### src/rtl/qh_pkg.sv
package qh_pkg;

    typedef struct packed {
        logic done;
        logic elig;
        logic nak_we;
        logic rl_clr;
        logic x_ld;
        logic cfg_err;
    } qh_strobe_t;

    localparam qh_strobe_t QH_STROBE_IDLE = '{default: 1'b0};

endpackage

### src/rtl/qh_intr_gate.sv
module qh_intr_gate #(
    parameter int MASK_W = 8,
    localparam int IDX_W = $clog2(MASK_W)
) (
    input  logic [MASK_W-1:0] smask,
    input  logic [IDX_W-1:0]  uframe,
    output logic              is_periodic,
    output logic              slot_hit
);
    logic [MASK_W-1:0] slot_sel;

    for (genvar g = 0; g < MASK_W; g++) begin : g_slot
        assign slot_sel[g] = (uframe == IDX_W'(g));
    end

    assign is_periodic = |smask;
    assign slot_hit    = |(slot_sel & smask);
endmodule

### src/rtl/qh_nak_throttle.sv
module qh_nak_throttle #(
    parameter int NAK_W = 4
) (
    input  logic [NAK_W-1:0] nak_cnt,
    input  logic [NAK_W-1:0] nak_rl,
    input  logic             refill_pend,
    output logic [NAK_W-1:0] nak_next,
    output logic             refill_now,
    output logic             pass
);
    logic throttle_off;

    assign refill_now   = refill_pend;
    assign nak_next     = refill_pend ? nak_rl : nak_cnt;
    assign throttle_off = (nak_rl == '0);
    assign pass         = (nak_next != '0) || throttle_off;
endmodule

### src/rtl/qh_mult_load.sv
module qh_mult_load #(
    parameter int MULT_W          = 2,
    parameter bit ASYNC_MULT_LOAD = 1'b1
) (
    input  logic              en,
    input  logic              is_periodic,
    input  logic [MULT_W-1:0] mult,
    output logic              load,
    output logic [MULT_W-1:0] value,
    output logic              zero_err
);
    if (ASYNC_MULT_LOAD) begin : g_load_all
        assign load = en;
    end else begin : g_load_periodic
        assign load = en && is_periodic;
    end

    assign value    = mult;
    assign zero_err = load && (mult == '0);
endmodule

### src/rtl/qh_eligibility.sv
module qh_eligibility
    import qh_pkg::*;
#(
    parameter int MASK_W          = 8,
    parameter int NAK_W           = 4,
    parameter int MULT_W          = 2,
    parameter bit ASYNC_MULT_LOAD = 1'b1,
    localparam int IDX_W          = $clog2(MASK_W)
) (
    input  logic              clk,
    input  logic              rst_n,
    input  logic              start_i,
    input  logic              active_i,
    input  logic [MASK_W-1:0] smask_i,
    input  logic [NAK_W-1:0]  nak_cnt_i,
    input  logic [NAK_W-1:0]  nak_rl_i,
    input  logic              reload_pend_i,
    input  logic [MULT_W-1:0] mult_i,
    input  logic [IDX_W-1:0]  uframe_i,
    output logic              done_o,
    output logic              eligible_o,
    output logic [NAK_W-1:0]  nak_cnt_o,
    output logic              nak_we_o,
    output logic              reload_clr_o,
    output logic [MULT_W-1:0] xact_cnt_o,
    output logic              xact_ld_o,
    output logic              cfg_err_o
);

    typedef struct packed {
        qh_strobe_t        stb;
        logic [NAK_W-1:0]  nak;
        logic [MULT_W-1:0] xcnt;
    } state_t;

    state_t st_d, st_q;

    logic              is_periodic, slot_hit;
    logic [NAK_W-1:0]  nak_next;
    logic              refill_now, nak_pass;
    logic              go;
    logic              ml_load, ml_err;
    logic [MULT_W-1:0] ml_value;

    assign go = start_i && active_i;

    qh_intr_gate #(.MASK_W(MASK_W)) u_intr_gate (
        .smask       (smask_i),
        .uframe      (uframe_i),
        .is_periodic (is_periodic),
        .slot_hit    (slot_hit)
    );

    qh_nak_throttle #(.NAK_W(NAK_W)) u_nak_throttle (
        .nak_cnt     (nak_cnt_i),
        .nak_rl      (nak_rl_i),
        .refill_pend (reload_pend_i),
        .nak_next    (nak_next),
        .refill_now  (refill_now),
        .pass        (nak_pass)
    );

    qh_mult_load #(
        .MULT_W          (MULT_W),
        .ASYNC_MULT_LOAD (ASYNC_MULT_LOAD)
    ) u_mult_load (
        .en          (go),
        .is_periodic (is_periodic),
        .mult        (mult_i),
        .load        (ml_load),
        .value       (ml_value),
        .zero_err    (ml_err)
    );

    always_comb begin
        st_d          = st_q;
        st_d.stb      = QH_STROBE_IDLE;
        st_d.stb.done = start_i;
        if (go) begin
            if (is_periodic) begin
                st_d.stb.elig = slot_hit;
            end else begin
                st_d.stb.elig   = nak_pass;
                st_d.stb.nak_we = refill_now;
                st_d.stb.rl_clr = refill_now;
                st_d.nak        = nak_next;
            end
            if (ml_load) begin
                st_d.stb.x_ld    = 1'b1;
                st_d.stb.cfg_err = ml_err;
                st_d.xcnt        = ml_value;
            end
        end
    end

    always_ff @(posedge clk) begin
        if (!rst_n) begin
            st_q <= '0;
        end else begin
            st_q <= st_d;
        end
    end

    assign done_o       = st_q.stb.done;
    assign eligible_o   = st_q.stb.elig;
    assign nak_we_o     = st_q.stb.nak_we;
    assign reload_clr_o = st_q.stb.rl_clr;
    assign xact_ld_o    = st_q.stb.x_ld;
    assign cfg_err_o    = st_q.stb.cfg_err;
    assign nak_cnt_o    = st_q.nak;
    assign xact_cnt_o   = st_q.xcnt;

endmodule

### config.mk
export PLATFORM = sky130hd
export DESIGN_NAME = qh_eligibility
export DESIGN_NICKNAME = d
export VERILOG_FILES = /design/src/rtl/qh_pkg.sv /design/src/rtl/qh_intr_gate.sv /design/src/rtl/qh_nak_throttle.sv /design/src/rtl/qh_mult_load.sv /design/src/rtl/qh_eligibility.sv
export SDC_FILE = /design/constraint.sdc
export NUM_CORES = 1
export LEC_CHECK = 0
export BUFFER_PORTS_ARGS = -buffer_cell sky130_fd_sc_hd__buf_2
export CAP_MARGIN = 20
export CORE_MARGIN = 1
export CORE_UTILIZATION = 41
export CTS_CLUSTER_SIZE = 12
export DETAILED_ROUTE_END_ITERATION = 8
export PLACE_DENSITY = 0.8
export SLEW_MARGIN = 20
export SYNTH_ARGS = -nofsm -noshare
export SYNTH_HDL_FRONTEND = slang
export SYNTH_SLANG_ARGS = --single-unit
### constraint.sdc
create_clock -name clk -period 2.9 [get_ports clk]
set_input_delay 0.58 -clock clk [delete_from_list [all_inputs] [get_ports clk]]
set_output_delay 0.58 -clock clk [all_outputs]
set_load 0.02 [all_outputs]
==> run_results.csv, run 1 <==
group,metric,value,unit
synth,synth_most_common_cell,"dfxtp_1",
clock_tree,root_buffer,"clkbuf_4",
worst_setup_path,path_class,"input port to register",
worst_setup_path,r2r_slack,2290,ps
clock_tree,cts-htree-levels,1,
floorplanning,rows,12,
power,leakagePower,0.378,nW
place,gp_congestion,0.662,
clock_tree,cts_buffer_depth,2,
cells_and_area,final_nets,114,
clock_tree,cts_buffers,3,
worst_setup_path,crit_slowest_cell,"nor4_2",
sta,fin_skew,0,ps
synth,syn_area_per_cell,11.3,sq um
global_routing,grt_util_all_layers,17.7,%
floorplanning,die_area,1450,sq um
route,drt_wl_total,1.11,mm
power,max-vdd-ir-drop,0.287,mV
worst_setup_path,cp_top_family,"simple AND/OR/NAND/NOR gates",
worst_setup_path,crit_arrival,1570,ps
synth,synth_top_area_share,41.4,%
route,dr.pass1.iters,4,
sta,hold_viol_final,0,
worst_setup_path,r2r_cells,2,
global_routing,grt_pass1_vias,400,
sta,slew_violations,0,
route,drc,0,
floorplanning,fp.dieW,38.0,microns
cells_and_area,area_growth,41.9,%
worst_setup_path,cp_max_fo,4,
synth,synthArstFlopShare,0,%
worst_setup_path,cpPeakStageDelay,300,ps
cells_and_area,final_cells,101,
synth,synth_ff_type,"dfxtp_1",
sta,finalSetupTns,0,ps
clock_tree,cts.sinks,11,
clock_tree,post-cts-setup-buffers,0,
sta,fmax,708,MHz
synth,synthTopCellsByCount,"dfxtp_1, mux2i_1, nand2_1, mux2_2, nor2b_1",
flow_run,cap_viol_max_count,0,
clock_tree,cts_hold_buf,0,
hold_path,hp-start,"xact_cnt_o[1]",
synth,yosys.area.top_type,"dfxtp_1",
worst_setup_path,reg2reg_from,"nak_cnt_o[2]",
global_routing,grt_max_degree,10,
worst_setup_path,crit_chain,"buf_2 -> nor4_2 -> nand4_1 -> mux2i_1 -> nor2b_1",
floorplanning,start_util,46.0,%
clock_tree,path_clk_slew,70,ps
synth,synth_cell_type_count,19,
place,io_buffer_count,37,
worst_setup_path,worst_setup_path_end_kind,"register",
route,via_per_inst,5.01,
cells_and_area,fillers,97,
synth,synth_area_leaders,"dfxtp_1, mux2i_1, mux2_2, mux4_2, nor2b_1",
sta,finalSetupViolCount,0,
worst_setup_path,cp_num_buf_inv,1,
synth,synth_edf_count,0,
synth,netlist_area,532,sq um
cells_and_area,drive_above_1_share,58.6,%
hold_path,hold_end,"xact_cnt_o[1]",
clock_tree,clk_latency,270,ps
global_routing,grt_pass1_wl,1.70,mm
cells_and_area,seq_area,220,sq um
worst_setup_path,startpoint_type,"input port",
floorplanning,num_io_pins,38,
sta,tightest_slew,326,ps
global_routing,antenna_found_initial,0,
route,wl_per_cell,11.0,microns
clock_tree,cts_tree,"done",
power,power,0.309,mW
synth,synth_seq_area_share,41.4,%
floorplanning,die_h,38.0,microns
worst_setup_path,r2r_end,"nak_cnt_o[2]",
status,status,"completed",
clock_tree,post_cts_resized,0,
cells_and_area,multiInputGateArea,304,sq um
route,ant_nets,0,
synth,ys_ff_latch,11,
route,drt_iter0_markers,4,
worst_setup_path,cp.required,3060,ps
sta,holdWs,472,ps
sta,layout_worst_path_cycle_share,48.7,%
place,hpwl,940,microns
hold_path,hold_depth,2,
route,dr_total_vias,506,
sta,slew_headroom,78.0,%
place,placedCellCount,97,
sta,min_period,1410,ps
synth,synth_nets,73,
synth,synth_warnings,0,
synth,syn_inst,47,
power,pwr_density_cell,409,nW/um^2
hold_path,hp-class,"register to register",
floorplanning,core,1160,sq um
cells_and_area,n_antenna_cell,0,
global_routing,grt_overflow,0,
sta,rsz0062_at_grt,"no",
## cell families after synthesis
logic type | Yosys count | share of synthesized area (%)
simple gates | 20 | 24.0
buf+inv | 1 | 1.41
compound gates | 4 | 6.82
mux | 11 | 26.4
flops | 11 | 41.4
## layer usage
layer	vias to the layer above	routed length, microns	track usage [%]
met4	0	4	8.04
met1	226	430	19.4
li1	259	-	-
met5	-	0	0
met2	19	602	28.4
met3	2	73	8.72
## layout by cell type (no fill, tap or decap), drive strengths merged, types with 2 or more instances in the layout
master / netlist / routed
nand2: 5 / 5
mux4: 2 / 2
clkbuf: 0 / 3
dfxtp: 11 / 11
mux2i: 5 / 5
nor2b: 4 / 4
nand3: 2 / 2
mux2: 4 / 4
buf: 1 / 37
nor4: 3 / 3
a21boi: 2 / 2
## power breakdown
part           leakage, nW  total [mW]  internal, mW  switching (mW)
registers           0.0894       0.155         0.154        0.000904
clock network       0.0177       0.101        0.0510          0.0498
logic                0.271      0.0525        0.0286          0.0239
total                0.378       0.309         0.234          0.0747
## stage by stage
| stage | worst slack (ps) | instance area (sq um) | util [%] |
|---|---|---|---|
| floorplan | 1420 | 532 | - |
| global placement | 1200 | 727 | 62.9 |
| detailed placement | 1180 | 727 | 62.9 |
| CTS | 1470 | 754 | 65.3 |
| global route | 1370 | 754 | 65.3 |
| finish | 1490 | 754 | 65.3 |
## state kept, by name (all words and copies together), names as in the netlist
signal	flops
nak_cnt_o	4
xact_cnt_o	2
cfg_err_o	1
done_o	1
eligible_o	1
reload_clr_o	1
xact_ld_o	1
## worst min-delay path, stage by stage (launching register included)
cell      delay [ps]
dfxtp_1          310
nand2_1           40
a21boi_0          70
## cell type report
type / count / share of cell area [%]
multi-input cells: 35 / 40.3
flip-flops and latches: 11 / 29.2
repair buffers: 37 / 24.5
clock buffers: 3 / 2.99
well taps: 14 / 2.32
clock inverters: 1 / 0.663
## worst max-delay path by stage
stage	from	endpoint	depth (start not counted)
after global routing	smask_i[5]	nak_cnt_o[2]	5
after CTS	smask_i[1]	nak_cnt_o[2]	5
final	smask_i[1]	nak_cnt_o[2]	5
after floorplan	smask_i[1]	nak_cnt_o[0]	4
after global placement	smask_i[1]	nak_cnt_o[1]	5
after detailed placement	smask_i[1]	nak_cnt_o[2]	5
Note: power is estimated with default switching activity, not from simulation.
==> run 2: changes to the inputs <==
- CORE_UTILIZATION: 41 -> 34
- PLACE_DENSITY: 0.8 -> 0.71
- clock period: 2.9 -> 1.15 ns (I/O delays scaled with it)
==> run 2 against run 1 <==
Combinational power increased to 2.7 times the previous value. Non-clock buffer count increased by 5. Final cell count increased by 5.9%. Hold slack got worse by 340 ps. Cell area increased by 5.0%. Via count increased by 6.7%. First-iteration DRC count decreased by 100%. Sequential share of layout area decreased by 1.4 points. Sequential power increased to 2.5 times the previous value. Register-to-register slack got worse by 1800 ps. Critical path type unchanged. Largest power group unchanged.
==> run_results.csv, run 2 (synthesized netlist as in run 1, its figures left out) <==
group,metric,value,unit
global_routing,grt_overflow,0,
hold_path,hp-start,"mult_i[0]",
floorplanning,core,1380,sq um
sta,fin_skew,0,ps
sta,layout_worst_path_cycle_share,90.4,%
route,via_per_inst,5.05,
worst_setup_path,path_class,"input port to register",
worst_setup_path,cp.required,1300,ps
clock_tree,post_cts_resized,0,
worst_setup_path,cp_max_fo,2,
global_routing,grt_pass1_vias,539,
floorplanning,num_io_pins,38,
cells_and_area,n_antenna_cell,0,
power,pwr_density_cell,1010,nW/um^2
worst_setup_path,r2r_slack,540,ps
sta,finalSetupViolCount,0,
sta,min_period,1040,ps
worst_setup_path,worst_setup_path_end_kind,"register",
flow_run,cap_viol_max_count,0,
cells_and_area,final_nets,119,
clock_tree,cts_hold_buf,0,
sta,fmax,961,MHz
clock_tree,post-cts-setup-buffers,0,
worst_setup_path,reg2reg_from,"nak_cnt_o[3]",
power,max-vdd-ir-drop,0.636,mV
floorplanning,fp.dieW,41.5,microns
floorplanning,start_util,38.5,%
floorplanning,rows,13,
worst_setup_path,crit_start,"smask_i[5]",
clock_tree,clk_latency,260,ps
sta,hold_viol_final,0,
global_routing,antenna_found_initial,0,
floorplanning,die_area,1730,sq um
sta,slew_headroom,78.6,%
cells_and_area,area_growth,48.9,%
global_routing,grt_pass1_wl,2.30,mm
worst_setup_path,crit_arrival,1190,ps
route,drt_iter0_markers,0,
sta,tightest_slew,319,ps
clock_tree,path_clk_slew,70,ps
worst_setup_path,r2r_end,"nak_cnt_o[3]",
global_routing,grt_max_degree,10,
worst_setup_path,startpoint_type,"input port",
worst_setup_path,r2r_cells,2,
sta,slew_violations,0,
clock_tree,cts.sinks,11,
hold_path,hold_end,"cfg_err_o",
global_routing,grt_util_all_layers,17.6,%
clock_tree,root_buffer,"clkbuf_4",
cells_and_area,fillers,141,
route,dr.pass1.iters,1,
sta,holdWs,132,ps
place,io_buffer_count,37,
route,dr_total_vias,540,
sta,rsz0062_at_grt,"no",
place,gp_congestion,0.753,
floorplanning,die_h,41.5,microns
power,power,0.802,mW
hold_path,hp-class,"input port to register",
place,hpwl,1.10,mm
route,ant_nets,0,
status,status,"completed",
clock_tree,cts_tree,"done",
route,wl_per_cell,12.2,microns
clock_tree,cts_buffer_depth,2,
cells_and_area,final_common_cell,"buf_2",
clock_tree,cts-htree-levels,1,
power,leakagePower,0.398,nW
hold_path,hold_depth,2,
route,drt_wl_total,1.30,mm
clock_tree,cts_buffers,3,
cells_and_area,largest_reg_flops,4,
cells_and_area,drive_above_1_share,59.8,%
cells_and_area,mostFrequentLayoutCells,"buf_2, dfxtp_1, mux2i_1, nand2_1, buf_4",
route,drc,0,
-- run 2: cell count changes in the layout (fill, tap and decap cells not counted), sizes merged --
cell	before	now
buf	37	42
clkinv	1	0
clkbuf	3	4
-- run 2: critical path, cell delays in order --
cell and delay [ps]:
buf_2 110, nor4_2 300, nand2_1 140, o41ai_2 350, a21oi_1 70
-- run 2: layout make-up --
| type | count | area (sq um) | share of cell area, % |
|---|---|---|---|
| Multi-Input combinational cell | 35 | 304 | 38.4 |
| Timing Repair Buffer | 42 | 223 | 28.1 |
| Sequential cell | 11 | 220 | 27.8 |
| Clock buffer | 4 | 26.3 | 3.32 |
| Tap cell | 15 | 18.8 | 2.37 |
-- run 2: report_power, final --
part           internal [mW]  switching (mW)  total (mW)
clock                  0.134           0.133       0.267
combinational         0.0788          0.0650       0.144
sequential             0.389         0.00254       0.391
-- run 2: worst max path at each step --
stage | cells past startpoint | slack, ps | end
detailed placement | 5 | -180 | eligible_o
floorplan | 4 | 20 | nak_cnt_o[0]
global placement | 6 | -120 | nak_cnt_o[0]
global route | 5 | 30 | eligible_o
CTS | 5 | 100 | eligible_o
finish | 5 | 110 | eligible_o
-- run 2: per-layer routing --
metal | vias to the layer above | wire length, microns | track usage [%]
met2 | 26 | 626 | 29.7
met3 | 4 | 115 | 6.52
met5 | - | 0 | 0
li1 | 268 | - | -
met4 | 0 | 19 | 7.74
met1 | 242 | 539 | 19.6
-- run 2: stage by stage --
| step | worst slack (ps) | setup TNS (ps) | instance area, sq um | instances | util, % |
|---|---|---|---|---|---|
| after floorplan | 20.0 | 0 | 532 | 47 | - |
| after global placement | -118 | -566 | 766 | 103 | 55.4 |
| after detailed placement | -181 | -677 | 766 | 103 | 55.4 |
| after CTS | 102 | 0 | 792 | 107 | 57.3 |
| after global routing | 26.3 | 0 | 792 | 107 | 57.3 |
| final | 110 | 0 | 792 | 107 | 57.3 |
==> run 3: changes to the inputs <==
- clock period: 1.15 -> 0.9 ns (I/O delays scaled with it)
==> run 3 against run 2 <==
The flow now finishes with violations (setup timing). Non-clock buffer count up 2. Total power up 34%. Register-to-register slack worse by 390 ps. Final cell count up 1.9%. Clock skew unchanged. Clock power up 30%. Global-route usage up 2.5 points. Largest power group unchanged. Highest routed layer unchanged.
==> run_results.csv, run 3 (synthesized netlist as in run 1, its figures left out) <==
group,metric,value,unit
cells_and_area,fin_util,68.8,%
worst_setup_path,reg2reg_from,"nak_cnt_o[0]",
power,p_int,0.802,mW
global_routing,grt_util_all_layers,20.1,%
cells_and_area,seq_area,234,sq um
floorplanning,core,1380,sq um
cells_and_area,drive_above_1_share,73.4,%
clock_tree,clk_latency,270,ps
worst_setup_path,r2r_end,"nak_cnt_o[0]",
cells_and_area,stdcell_area,951,sq um
sta,fin_ws,-24.2,ps
status,status,"complete, but fails checks",
clock_tree,cts-htree-levels,1,
route,drc,0,
route,dr.pass1.iters,2,
hold_path,hold_depth,2,
cells_and_area,multiInputGateArea,324,sq um
cells_and_area,largest_reg_flops,4,
power,leakagePower,0.439,nW
sta,finalSetupViolCount,11,
worst_setup_path,r2r_slack,150,ps
status,violations,"setup timing",
worst_setup_path,worst_setup_path_end_kind,"register",
route,dr_total_vias,542,
power,p_comb_share,20.8,%
place,gp_congestion,0.677,
worst_setup_path,cp.required,1050,ps
worst_setup_path,path_class,"input port to register",
sta,slew_violations,0,
clock_tree,cts.sinks,11,
floorplanning,num_io_pins,38,
sta,tightest_slew,339,ps
sta,rsz0062_at_grt,"yes",
worst_setup_path,startpoint_type,"input port",
global_routing,grt_pass1_vias,597,
clock_tree,cts_hold_buf,0,
hold_path,hp-start,"mult_i[0]",
cells_and_area,final_common_cell,"buf_2",
power,power_frac_seq,46.9,%
flow_run,cap_viol_max_count,0,
cells_and_area,area_growth,78.8,%
worst_setup_path,r2r_cells,3,
cells_and_area,fillers,109,
sta,hold_viol_final,0,
cells_and_area,mostFrequentLayoutCells,"buf_2, buf_6, dfxtp_2, buf_4, mux2i_1",
global_routing,grt_overflow,0,
route,drt_iter0_markers,2,
place,pre_cts_ws,-336,ps
sta,layout_worst_path_cycle_share,103,%
place,hpwl,1.12,mm
place,io_buffer_count,37,
worst_setup_path,cp_max_fo,2,
hold_path,hold_end,"cfg_err_o",
clock_tree,root_buffer,"clkbuf_4",
clock_tree,cts_buffers,3,
floorplanning,start_util,38.5,%
power,max-vdd-ir-drop,0.778,mV
sta,min_period,924,ps
hold_path,hp-class,"input port to register",
power,power,1.08,mW
route,ant_nets,0,
global_routing,grt_pass1_wl,2.61,mm
floorplanning,fp.dieW,41.5,microns
clock_tree,cts_tree,"done",
sta,slew_headroom,77.2,%
cells_and_area,final_nets,121,
global_routing,grt_max_degree,7,
route,drt_wl_total,1.50,mm
place,placed_area,783,sq um
power,pwr_density_cell,1130,nW/um^2
clock_tree,path_clk_slew,80,ps
floorplanning,die_h,41.5,microns
global_routing,antenna_found_initial,0,
power,p_sw_share,25.4,%
sta,fmax,1080,MHz
power,pwr-share-clk,32.3,%
power,p_sw,0.273,mW
floorplanning,rows,13,
worst_setup_path,crit_arrival,1080,ps
clock_tree,cts_buffer_depth,2,
sta,fin_skew,0,ps
cells_and_area,n_antenna_cell,0,
route,wl_per_cell,13.7,microns
floorplanning,die_area,1730,sq um
route,via_per_inst,4.97,
==> run 3: power by group through the flow <==
| stage | Clock [mW] | Sequential [mW] | Combinational, mW |
|---|---|---|---|
| after floorplan | 0 | 0.526 | 0.0623 |
| after global placement | 0 | 0.512 | 0.191 |
| after detailed placement | 0 | 0.512 | 0.195 |
| after CTS | 0.353 | 0.504 | 0.220 |
| after global routing | 0.383 | 0.505 | 0.241 |
| final | 0.348 | 0.504 | 0.223 |
==> run 3: worst max path at each step <==
stage                     slack (ps)          from           end  cells after the start
after detailed placement        -340    smask_i[1]    eligible_o                      5
after global placement          -310    smask_i[5]  nak_cnt_o[0]                      6
after CTS                        -30  reload_clr_o  reload_clr_o                      1
final                            -20  nak_cnt_i[2]    eligible_o                      4
after global routing            -120    smask_i[6]    eligible_o                      5
after floorplan                 -160  nak_cnt_i[2]    eligible_o                      3
==> run 3: cell type report <==
cell class              count  area share (%)
clock buffers               4            2.76
multi-input cells          35            34.1
flip-flops and latches     11            24.6
well taps                  15            1.97
repair buffers             44            36.6
==> run 3: metrics by stage <==
step,std cells,hold WS (ps),TNS [ps]
floorplan,47,256,-786
CTS,109,80.8,-117
global route,109,87.5,-814
finish,109,79.8,-117
detailed placement,103,369,-1540
global placement,103,365,-1490
==> run 3: critical path, cell delays in order <==
cell and delay, ps:
buf_6 90, or4_4 530, o41ai_2 210, a21oi_1 70
==> run 3: metal layers <==
metal	routed length [microns]	vias to the layer above	part of all wire, %	track usage, %
met5	0	-	0	0
met4	22	0	1.5	11.6
met3	57	2	3.8	4.35
met2	835	15	56	35.9
met1	579	255	39	21.5
li1	-	270	-	-
==> run 3: timing repair <==
action,CTS,global route
pin swaps,2,1
buffers inserted,2,0
resized for setup,34,8
setup endpoints to repair,15,17
